File: config.mk
export PLATFORM = sky130hd
export DESIGN_NAME = swact_ctrl
export DESIGN_NICKNAME = d
export VERILOG_FILES = /design/src/rtl/swact_pkg.sv /design/src/rtl/swact_guard.sv /design/src/rtl/swact_enable.sv /design/src/rtl/swact_req.sv /design/src/rtl/swact_ctrl.sv
export SDC_FILE = /design/constraint.sdc
export NUM_CORES = 1
export LEC_CHECK = 0
export ABC_AREA = 1
export CAP_MARGIN = 30
export CORE_MARGIN = 2
export CORE_UTILIZATION = 33
export CTS_CLUSTER_DIAMETER = 60
export DETAILED_ROUTE_END_ITERATION = 8
export GPL_ROUTABILITY_DRIVEN = 0
export PLACE_DENSITY = 0.78
export SLEW_MARGIN = 10
export SYNTH_ARGS = -nofsm -noshare
export SYNTH_HDL_FRONTEND = slang
export SYNTH_SLANG_ARGS = --single-unit
export TNS_END_PERCENT = 50
File: constraint.sdc
create_clock -name clk_i -period 1.1 [get_ports clk_i]
set_clock_uncertainty 0.15 [all_clocks]
set_input_delay 0.165 -clock clk_i [delete_from_list [all_inputs] [get_ports clk_i]]
set_output_delay 0.165 -clock clk_i [all_outputs]
set_load 0.02 [all_outputs]
File: src/rtl/swact_pkg.sv
package swact_pkg;
  localparam int unsigned VEC_W  = 7;
  localparam int unsigned REG_W  = VEC_W + 1;
  localparam int unsigned ADDR_W = 16;
  localparam logic [ADDR_W-1:0] VEC_BASE = 16'h0400;
endpackage

File: src/rtl/swact_guard.sv
// Sticky qualification: a read that returned enable=1, consumed by any write.
module swact_guard (
  input  logic clk_i,
  input  logic rst_ni,
  input  logic standby_i,
  input  logic rd_i,
  input  logic wr_i,
  input  logic en_i,
  output logic armed_o
);
  logic armed_q;

  always_ff @(posedge clk_i or negedge rst_ni) begin
    if (!rst_ni)         armed_q <= 1'b0;
    else if (standby_i)  armed_q <= 1'b0;
    else if (wr_i)       armed_q <= 1'b0;
    else if (rd_i && en_i) armed_q <= 1'b1;
  end

  assign armed_o = armed_q;

  assert_write_consumes_R4: assert property (@(posedge clk_i) disable iff (!rst_ni)
    wr_i |=> !armed_q);
endmodule

File: src/rtl/swact_enable.sv
module swact_enable (
  input  logic clk_i,
  input  logic rst_ni,
  input  logic standby_i,
  input  logic wr_i,
  input  logic wbit_i,
  input  logic armed_i,
  input  logic done_i,
  input  logic dis_sel_i,
  input  logic cnt_end_i,
  output logic en_o
);
  logic en_q, en_d, hw_clr;

  assign hw_clr = done_i && !dis_sel_i && !cnt_end_i;

  always_comb begin
    en_d = en_q;
    if (hw_clr) en_d = 1'b0;
    if (wr_i) begin
      if (wbit_i)       en_d = 1'b1;   // set always wins
      else if (armed_i) en_d = 1'b0;
    end
    if (standby_i) en_d = 1'b0;
  end

  always_ff @(posedge clk_i or negedge rst_ni) begin
    if (!rst_ni) en_q <= 1'b0;
    else         en_q <= en_d;
  end

  assign en_o = en_q;

  assert_set_wins_R2: assert property (@(posedge clk_i) disable iff (!rst_ni)
    (wr_i && wbit_i && !standby_i) |=> en_q);
  assert_unguarded_zero_R3: assert property (@(posedge clk_i) disable iff (!rst_ni)
    (wr_i && !wbit_i && !armed_i && !done_i && !standby_i) |=> $stable(en_q));
  assert_hold_cases_R7: assert property (@(posedge clk_i) disable iff (!rst_ni)
    (done_i && (dis_sel_i || cnt_end_i) && !wr_i && !standby_i) |=> $stable(en_q));
  assert_auto_clear_R6: assert property (@(posedge clk_i) disable iff (!rst_ni)
    (done_i && !dis_sel_i && !cnt_end_i && !(wr_i && wbit_i)) |=> !en_q);
  assert_fall_cause_R4: assert property (@(posedge clk_i) disable iff (!rst_ni)
    $fell(en_q) |-> $past(standby_i || done_i || (wr_i && armed_i)));
endmodule

File: src/rtl/swact_req.sv
module swact_req (
  input  logic clk_i,
  input  logic rst_ni,
  input  logic standby_i,
  input  logic set_i,
  input  logic ack_i,
  input  logic en_i,
  input  logic busy_i,
  output logic req_o
);
  logic pend_q;

  always_ff @(posedge clk_i or negedge rst_ni) begin
    if (!rst_ni)        pend_q <= 1'b0;
    else if (standby_i) pend_q <= 1'b0;
    else if (set_i)     pend_q <= 1'b1;
    else if (ack_i || !en_i) pend_q <= 1'b0;
  end

  assign req_o = pend_q && en_i && !busy_i;

  assert_ack_drops_R9: assert property (@(posedge clk_i) disable iff (!rst_ni)
    (ack_i && !set_i) |=> !req_o);
endmodule

File: src/rtl/swact_ctrl.sv
module swact_ctrl
  import swact_pkg::*;
(
  input  logic              clk_i,
  input  logic              rst_ni,
  input  logic              standby_i,
  input  logic              reg_rd_i,
  input  logic              reg_wr_i,
  input  logic [REG_W-1:0]  reg_wdata_i,
  output logic [REG_W-1:0]  reg_rdata_o,
  input  logic              xfer_busy_i,
  input  logic              xfer_done_i,
  input  logic              irq_dis_sel_i,
  input  logic              cnt_end_i,
  input  logic              req_ack_i,
  output logic              act_req_o,
  output logic [ADDR_W-1:0] vec_addr_o
);
  logic             en, armed;
  logic [VEC_W-1:0] vec_q;

  always_ff @(posedge clk_i or negedge rst_ni) begin
    if (!rst_ni)        vec_q <= '0;
    else if (standby_i) vec_q <= '0;
    else if (reg_wr_i)  vec_q <= reg_wdata_i[VEC_W-1:0];
  end

  swact_guard u_guard (
    .clk_i, .rst_ni, .standby_i,
    .rd_i(reg_rd_i), .wr_i(reg_wr_i), .en_i(en), .armed_o(armed)
  );

  swact_enable u_enable (
    .clk_i, .rst_ni, .standby_i,
    .wr_i(reg_wr_i), .wbit_i(reg_wdata_i[REG_W-1]), .armed_i(armed),
    .done_i(xfer_done_i), .dis_sel_i(irq_dis_sel_i), .cnt_end_i(cnt_end_i),
    .en_o(en)
  );

  swact_req u_req (
    .clk_i, .rst_ni, .standby_i,
    .set_i(reg_wr_i && reg_wdata_i[REG_W-1]), .ack_i(req_ack_i),
    .en_i(en), .busy_i(xfer_busy_i), .req_o(act_req_o)
  );

  assign reg_rdata_o = {en, vec_q};
  assign vec_addr_o  = VEC_BASE + ADDR_W'({vec_q, 1'b0});

  assert_req_needs_en_R9: assert property (@(posedge clk_i) disable iff (!rst_ni)
    act_req_o |-> (reg_rdata_o[REG_W-1] && !xfer_busy_i));
  assert_vec_written_R5: assert property (@(posedge clk_i) disable iff (!rst_ni)
    (reg_wr_i && !standby_i) |=> (reg_rdata_o[VEC_W-1:0] == $past(reg_wdata_i[VEC_W-1:0])));
  assert_standby_clears_R1: assert property (@(posedge clk_i) disable iff (!rst_ni)
    standby_i |=> (reg_rdata_o == '0 && !act_req_o));
  always_comb begin
    if (rst_ni) assert_addr_even_R8: assert (vec_addr_o[0] == 1'b0 && vec_addr_o >= VEC_BASE);
  end
endmodule

==> results of run 1 <==
==> cell usage after synthesis <==
cell     count  area share (%)
nand2_1     18              12
buf_4       17              22
dfrtp_1     10              43
nand3_1      8             7.0
inv_1        5             3.3
conb_1       2             1.3
nor2_1       2             1.3
a21oi_1      1            0.87
a21oi_2      1             1.5
buf_6        1             2.0
inv_2        1            0.65
nor2_4       1             2.0
o21a_1       1             1.3
o21ai_2      1             1.5
==> worst max-delay path, delay by kind of cell, from the launching register on <==
kind	cells	cell delay (ns)
simple gates	2	0.17
buf+inv	1	0.14
flops	1	0.37
==> path summary, 6_finish.rpt <==
check,startpoint,endpoint,slack (ns),cells after the start
max,u_enable.en_o,act_req_o,-0.15,3
min,rst_ni,u_enable.en_o,0.03,2
max reg2reg,u_enable.en_o,u_guard.armed_o,0.06,5
min reg2reg,vec_q[1],vec_q[1],0.34,2
max in group asynchronous,rst_ni,vec_q[1],0.62,2
min in group clk_i,reg_wr_i,u_enable.en_o,0.16,3
==> per-layer routing <==
| layer | wire length (µm) | part of all wire (%) | global-route usage (%) | vias up |
|---|---|---|---|---|
| li1 | - | - | - | 260 |
| met1 | 441 | 37 | 13.73 | 237 |
| met2 | 660 | 55 | 21.69 | 25 |
| met3 | 93 | 7.7 | 4.762 | 2 |
| met4 | 10 | 0.83 | 6.857 | 0 |
| met5 | 0 | 0 | 0 | - |
==> flip-flops by register name, summed over array words and instances, names as in the netlist <==
name and cells:
u_enable.en_o 1, u_guard.armed_o 1, u_req.pend_q 1, vec_q 7
==> logic make-up (layout without fill, tap and decap cells) <==
group	count (synthesis)	after routing	synth area share [%]
compound gates	4	4	5.218
buf+inv	24	55	28.04
flops	10	10	43.48
other cells	2	9	1.305
simple gates	29	29	21.96
==> stage by stage <==
| stage | instances | area, µm² | setup TNS (ns) | setup slack (ns) |
|---|---|---|---|---|
| global route | 124 | 945.9 | -1.127 | -0.1956 |
| detailed placement | 118 | 889.6 | -5.452 | -0.4820 |
| finish | 124 | 945.9 | -0.7325 | -0.1486 |
| floorplan | 76 | 601.8 | 0 | 0.07501 |
| CTS | 121 | 865.8 | -0.7895 | -0.1483 |
| global placement | 118 | 889.6 | -5.151 | -0.4766 |
==> layout make-up <==
class / count / area (µm²)
Multi-Input combinational cell: 42 / 195.2
Clock buffer: 3 / 22.52
Timing Repair Buffer: 46 / 434.2
Sequential cell: 10 / 250.2
Fill cell: 180 / 743.2
Tap cell: 17 / 21.27
Inverter: 6 / 22.52
==> repair_timing <==
item / in CTS / in global routing
pin swaps: 0 / 1
buffers inserted: 0 / 3
gates cloned: 0 / 0
resized for setup: 75 / 19
setup endpoints to repair: 16 / 25
==> power groups by stage <==
| stage | combinational [W] | clock, W | sequential, W |
|---|---|---|---|
| detailed placement | 0.000276 | 0 | 0.000407 |
| global route | 0.000312 | 0.000270 | 0.000407 |
| finish | 0.000285 | 0.000255 | 0.000405 |
| CTS | 0.000260 | 0.000257 | 0.000401 |
| global placement | 0.000273 | 0 | 0.000405 |
| floorplan | 0.000140 | 0 | 0.000425 |
==> flow_summary.json, run 1 <==
{
  "path_clk_slew_ns": 0.07,
  "violations": "setup timing",
  "p_leak_nw": 0.5262,
  "grt_pass1_wl_um": 1856,
  "area_delta_synth_final_pct": 64.35,
  "synth.avg_cell_area_um2": 8.341,
  "switching_power_w": 0.0002802,
  "p_comb_share_pct": 30.2,
  "slowest_stage": "dfrtp_1",
  "crit_path_start_kind": "flip-flop",
  "io_pins": 43,
  "slew_viol_final": 0,
  "antenna_found_initial": 0,
  "crit_chain": "nand2_2, nor2_2, buf_4",
  "critical_path_arrival_ns": 0.93,
  "holdBufCountCts": 0,
  "core-area_um2": 1689,
  "critPathMaxStageDelay_ns": 0.37,
  "synth_seq_cells": 10,
  "setup_slack_ns": -0.1486,
  "die_h_um": 45.76,
  "path_max_fanout": 2,
  "io_buffers": 33,
  "cts_tree": "built",
  "seqPwrFrac_pct": 42.8,
  "peakVddDrop_uv": 464.4,
  "layout_commonest_cell": "nand2_1",
  "first_iter_violations": 3,
  "p_per_area_nw_per_um2": 999.0,
  "clock_path_buffers": 2,
  "min_path_type": "primary input to asynchronous set/reset pin",
  "swShare_pct": 29.66,
  "clock_sinks": 10,
  "drtAntennaViolNets": 0,
  "htree_num_levels": 1,
  "layout_common_cells": "nand2_1, clkdlybuf4s50_1, buf_4, buf_6, dfrtp_1",
  "drt-pass1-iter-count": 4,
  "hold_viol_final": 0,
  "start_util_pct": 34.07,
  "setup_viol": 16,
  "crit_path_end_kind": "output pin",
  "max_freq_ghz": 0.8009,
  "syn_area_um2": 575.6,
  "grtUsageTotal_pct": 12.82,
  "seq_area_frac_synth_pct": 43.48,
  "grt_max_degree": 11,
  "min_period_ns": 1.249,
  "finalNetCount": 127,
  "yosys_warnings": 0,
  "timing.final.crit_share_pct": 113.5,
  "fin_util_pct": 56.00,
  "grt_overflow": 0,
  "drv_cap": 0,
  "required_ns": 0.78,
  "wl_per_cell_um": 9.718,
  "status": "complete, but fails checks",
  "p_total_w": 0.0009449,
  "n_antenna_cell": 0,
  "clk_latency_ns": 0.26,
  "p_int_w": 0.0006647,
  "std_cell_rows": 15,
  "power_frac_clock_pct": 27.0,
  "rsz0062_at_grt": "true",
  "dieArea_um2": 2094,
  "dp.final_hpwl_um": 920,
  "die_x_um": 45.76,
  "routed_via_density": 4.226,
  "ys_types": 14,
  "root_buffer": "clkbuf_4",
  "synthCells": 69,
  "wirelength_um": 1205,
  "holdWs_ns": 0.03169,
  "vias": 524,
  "grt_pass1_vias": 486,
  "crit_type": "flip-flop to output pin",
  "numCtsBuffers": 3,
  "drc": 0,
  "layout-drive-gt1-share_pct": 35.51
}
(Power assumes the default switching activity.)
==> run 2, diff against run 1 <==
- CORE_UTILIZATION: 33 -> 34
- SYNTH_HIERARCHICAL: unset -> 1
==> run 2 against run 1 <==
Wire length grew 8.8%. Worst hold slack gained 0.0034 ns. Maximum frequency grew 2.5%. First-iteration DRC count grew 100%. The flow still finishes with violations (setup timing). Critical path depth is the same. Combinational power shrank 2%. Sequential share of layout area shrank 0.14 points. Clock power grew 29%. Worst setup slack gained 0.031 ns. Register-to-register slack lost 0.08 ns. Utilization shrank 0.32 points.
==> flow_summary.json, run 2 <==
{
  "grt_overflow": 0,
  "rr_endpoint": "u_enable/en_o",
  "core-area_um2": 1708,
  "synthTopCellsByArea": "dfrtp_1, buf_4, nand2_1",
  "multi_input_area_um2": 217.7,
  "peakVddDrop_uv": 455.2,
  "drtAntennaViolNets": 0,
  "setup_slack_ns": -0.1177,
  "crit_path_start_kind": "flip-flop",
  "drv_cap": 0,
  "synth_seq_cells": 10,
  "setup_viol": 17,
  "root_buffer": "clkbuf_4",
  "ys_top_cells_by_count": "nand2_1, buf_4, dfrtp_1, nand3_1, inv_1",
  "p_per_area_nw_per_um2": 1064,
  "grt_pass1_vias": 506,
  "area_delta_synth_final_pct": 54.79,
  "start_util_pct": 35.97,
  "synth-edff-count": 0,
  "io_pins": 43,
  "dieArea_um2": 2163,
  "hold_viol_final": 0,
  "crit_type": "flip-flop to output pin",
  "vias": 557,
  "grt_max_degree": 11,
  "timing.final.crit_share_pct": 110.7,
  "seq_area_frac_synth_pct": 40.73,
  "path_max_fanout": 3,
  "largest_register_ffs": 7,
  "n_antenna_cell": 0,
  "dp.final_hpwl_um": 1060,
  "final_area_um2": 950.9,
  "numCtsBuffers": 3,
  "holdWs_ns": 0.03506,
  "io_buffers": 33,
  "seqCellArea_um2": 250.2,
  "p_leak_nw": 0.5397,
  "holdBufCountCts": 0,
  "crit_path_end_kind": "output pin",
  "htree_num_levels": 1,
  "clock_sinks": 10,
  "layout_common_cells": "nand2_1, clkdlybuf4s50_1, buf_4, dfrtp_1",
  "status": "complete, but fails checks",
  "clock_path_buffers": 2,
  "syn_area_um2": 614.3,
  "ys_types": 11,
  "grtUsageTotal_pct": 13.40,
  "reg2reg_slack_ns": -0.02,
  "rsz0062_at_grt": "true",
  "largest-register": "vec_q",
  "wirelength_um": 1311,
  "synthCells": 78,
  "synth.avg_cell_area_um2": 7.876,
  "synth_largest_area_cell": "dfrtp_1",
  "path_clk_slew_ns": 0.07,
  "violations": "setup timing",
  "grt_pass1_wl_um": 2049,
  "slew_viol_final": 0,
  "clk_latency_ns": 0.27,
  "cts_tree": "built",
  "place_area_um2": 915.9,
  "netlist.area_leader.share_pct": 40.73,
  "routed_via_density": 4.007,
  "yosys_warnings": 6,
  "critical_path_arrival_ns": 0.90,
  "drt-pass1-iter-count": 4,
  "std_cell_rows": 15,
  "layout_commonest_cell": "nand2_1",
  "yosysMostFrequentCell": "nand2_1",
  "finalNetCount": 133,
  "drc": 0,
  "min_path_type": "primary input to asynchronous set/reset pin",
  "synthFlopType": "dfrtp_1",
  "ff2ff_path_depth": 6,
  "layout-drive-gt1-share_pct": 29.82,
  "max_freq_ghz": 0.8212,
  "die_x_um": 46.51,
  "min_period_ns": 1.218,
  "wl_per_cell_um": 9.432,
  "antenna_found_initial": 0,
  "r2r-start": "u_enable/en_o",
  "first_iter_violations": 6,
  "synthArstFlopShare_pct": 100.0,
  "required_ns": 0.78,
  "n_fill_cell": 162,
  "die_h_um": 46.51
}
## run 2: cells by family after synthesis
| kind of cell | share of synthesized area [%] |
|---|---|
| AOI/OAI and AO/OA | 2.852 |
| other | 1.222 |
| DFF | 40.73 |
| buffers and inverters | 28.10 |
| and+or+nand+nor | 27.09 |
## run 2: worst max-delay path by stage
stage,from,endpoint,depth (start not counted)
final,u_enable/en_o,act_req_o,3
after global placement,xfer_busy_i,act_req_o,3
after detailed placement,xfer_busy_i,act_req_o,3
after CTS,u_enable/en_o,act_req_o,3
after floorplan,u_enable/en_o,act_req_o,2
after global routing,u_enable/en_o,act_req_o,3
## run 2: stage by stage
step,TNS [ns],cells,setup WS [ns],total power [W],util (%)
after CTS,-0.7600,137,-0.1292,0.001012,53.85
after global routing,-1.334,139,-0.2186,0.001065,55.68
after floorplan,0,85,0.07520,0.0005722,-
after global placement,-4.854,132,-0.4734,0.0006831,53.63
final,-0.5852,139,-0.1177,0.001012,55.68
after detailed placement,-5.183,132,-0.4893,0.0006889,53.63
## run 2: final cells by class
cell class | count | share of cell area, %
multi-input combinational | 48 | 22.89
inverter | 9 | 3.553
timing repair buffer | 43 | 40.13
tap | 25 | 3.289
sequential | 10 | 26.32
clock buffer | 4 | 3.816
## run 2: what timing repair did
item,CTS,global route
setup endpoints to repair,16,17
setup buffers,1,2
gates resized for setup,77,5
pin swaps,0,1
## run 2: where the power goes
group	internal, W	total [W]	switching [W]
clock	0.000201	0.000330	0.000129
sequential	0.000387	0.000403	0.0000158
combinational	0.000138	0.000280	0.000142
total	0.000725	0.00101	0.000287
## run 2: critical path: stages, from the launching register on
cell and delay (ns):
dfrtp_1 0.36, nand2_1 0.05, nor2_1 0.08, buf_4 0.14
## run 2: metal layers
metal  global-route usage [%]  vias to the layer above  wire, µm
li1                         -                      281         -
met5                        0                        -         0
met1                    13.06                      239       449
met3                    4.706                        4       163
met2                    25.28                       33       681
met4                    5.143                        0        17
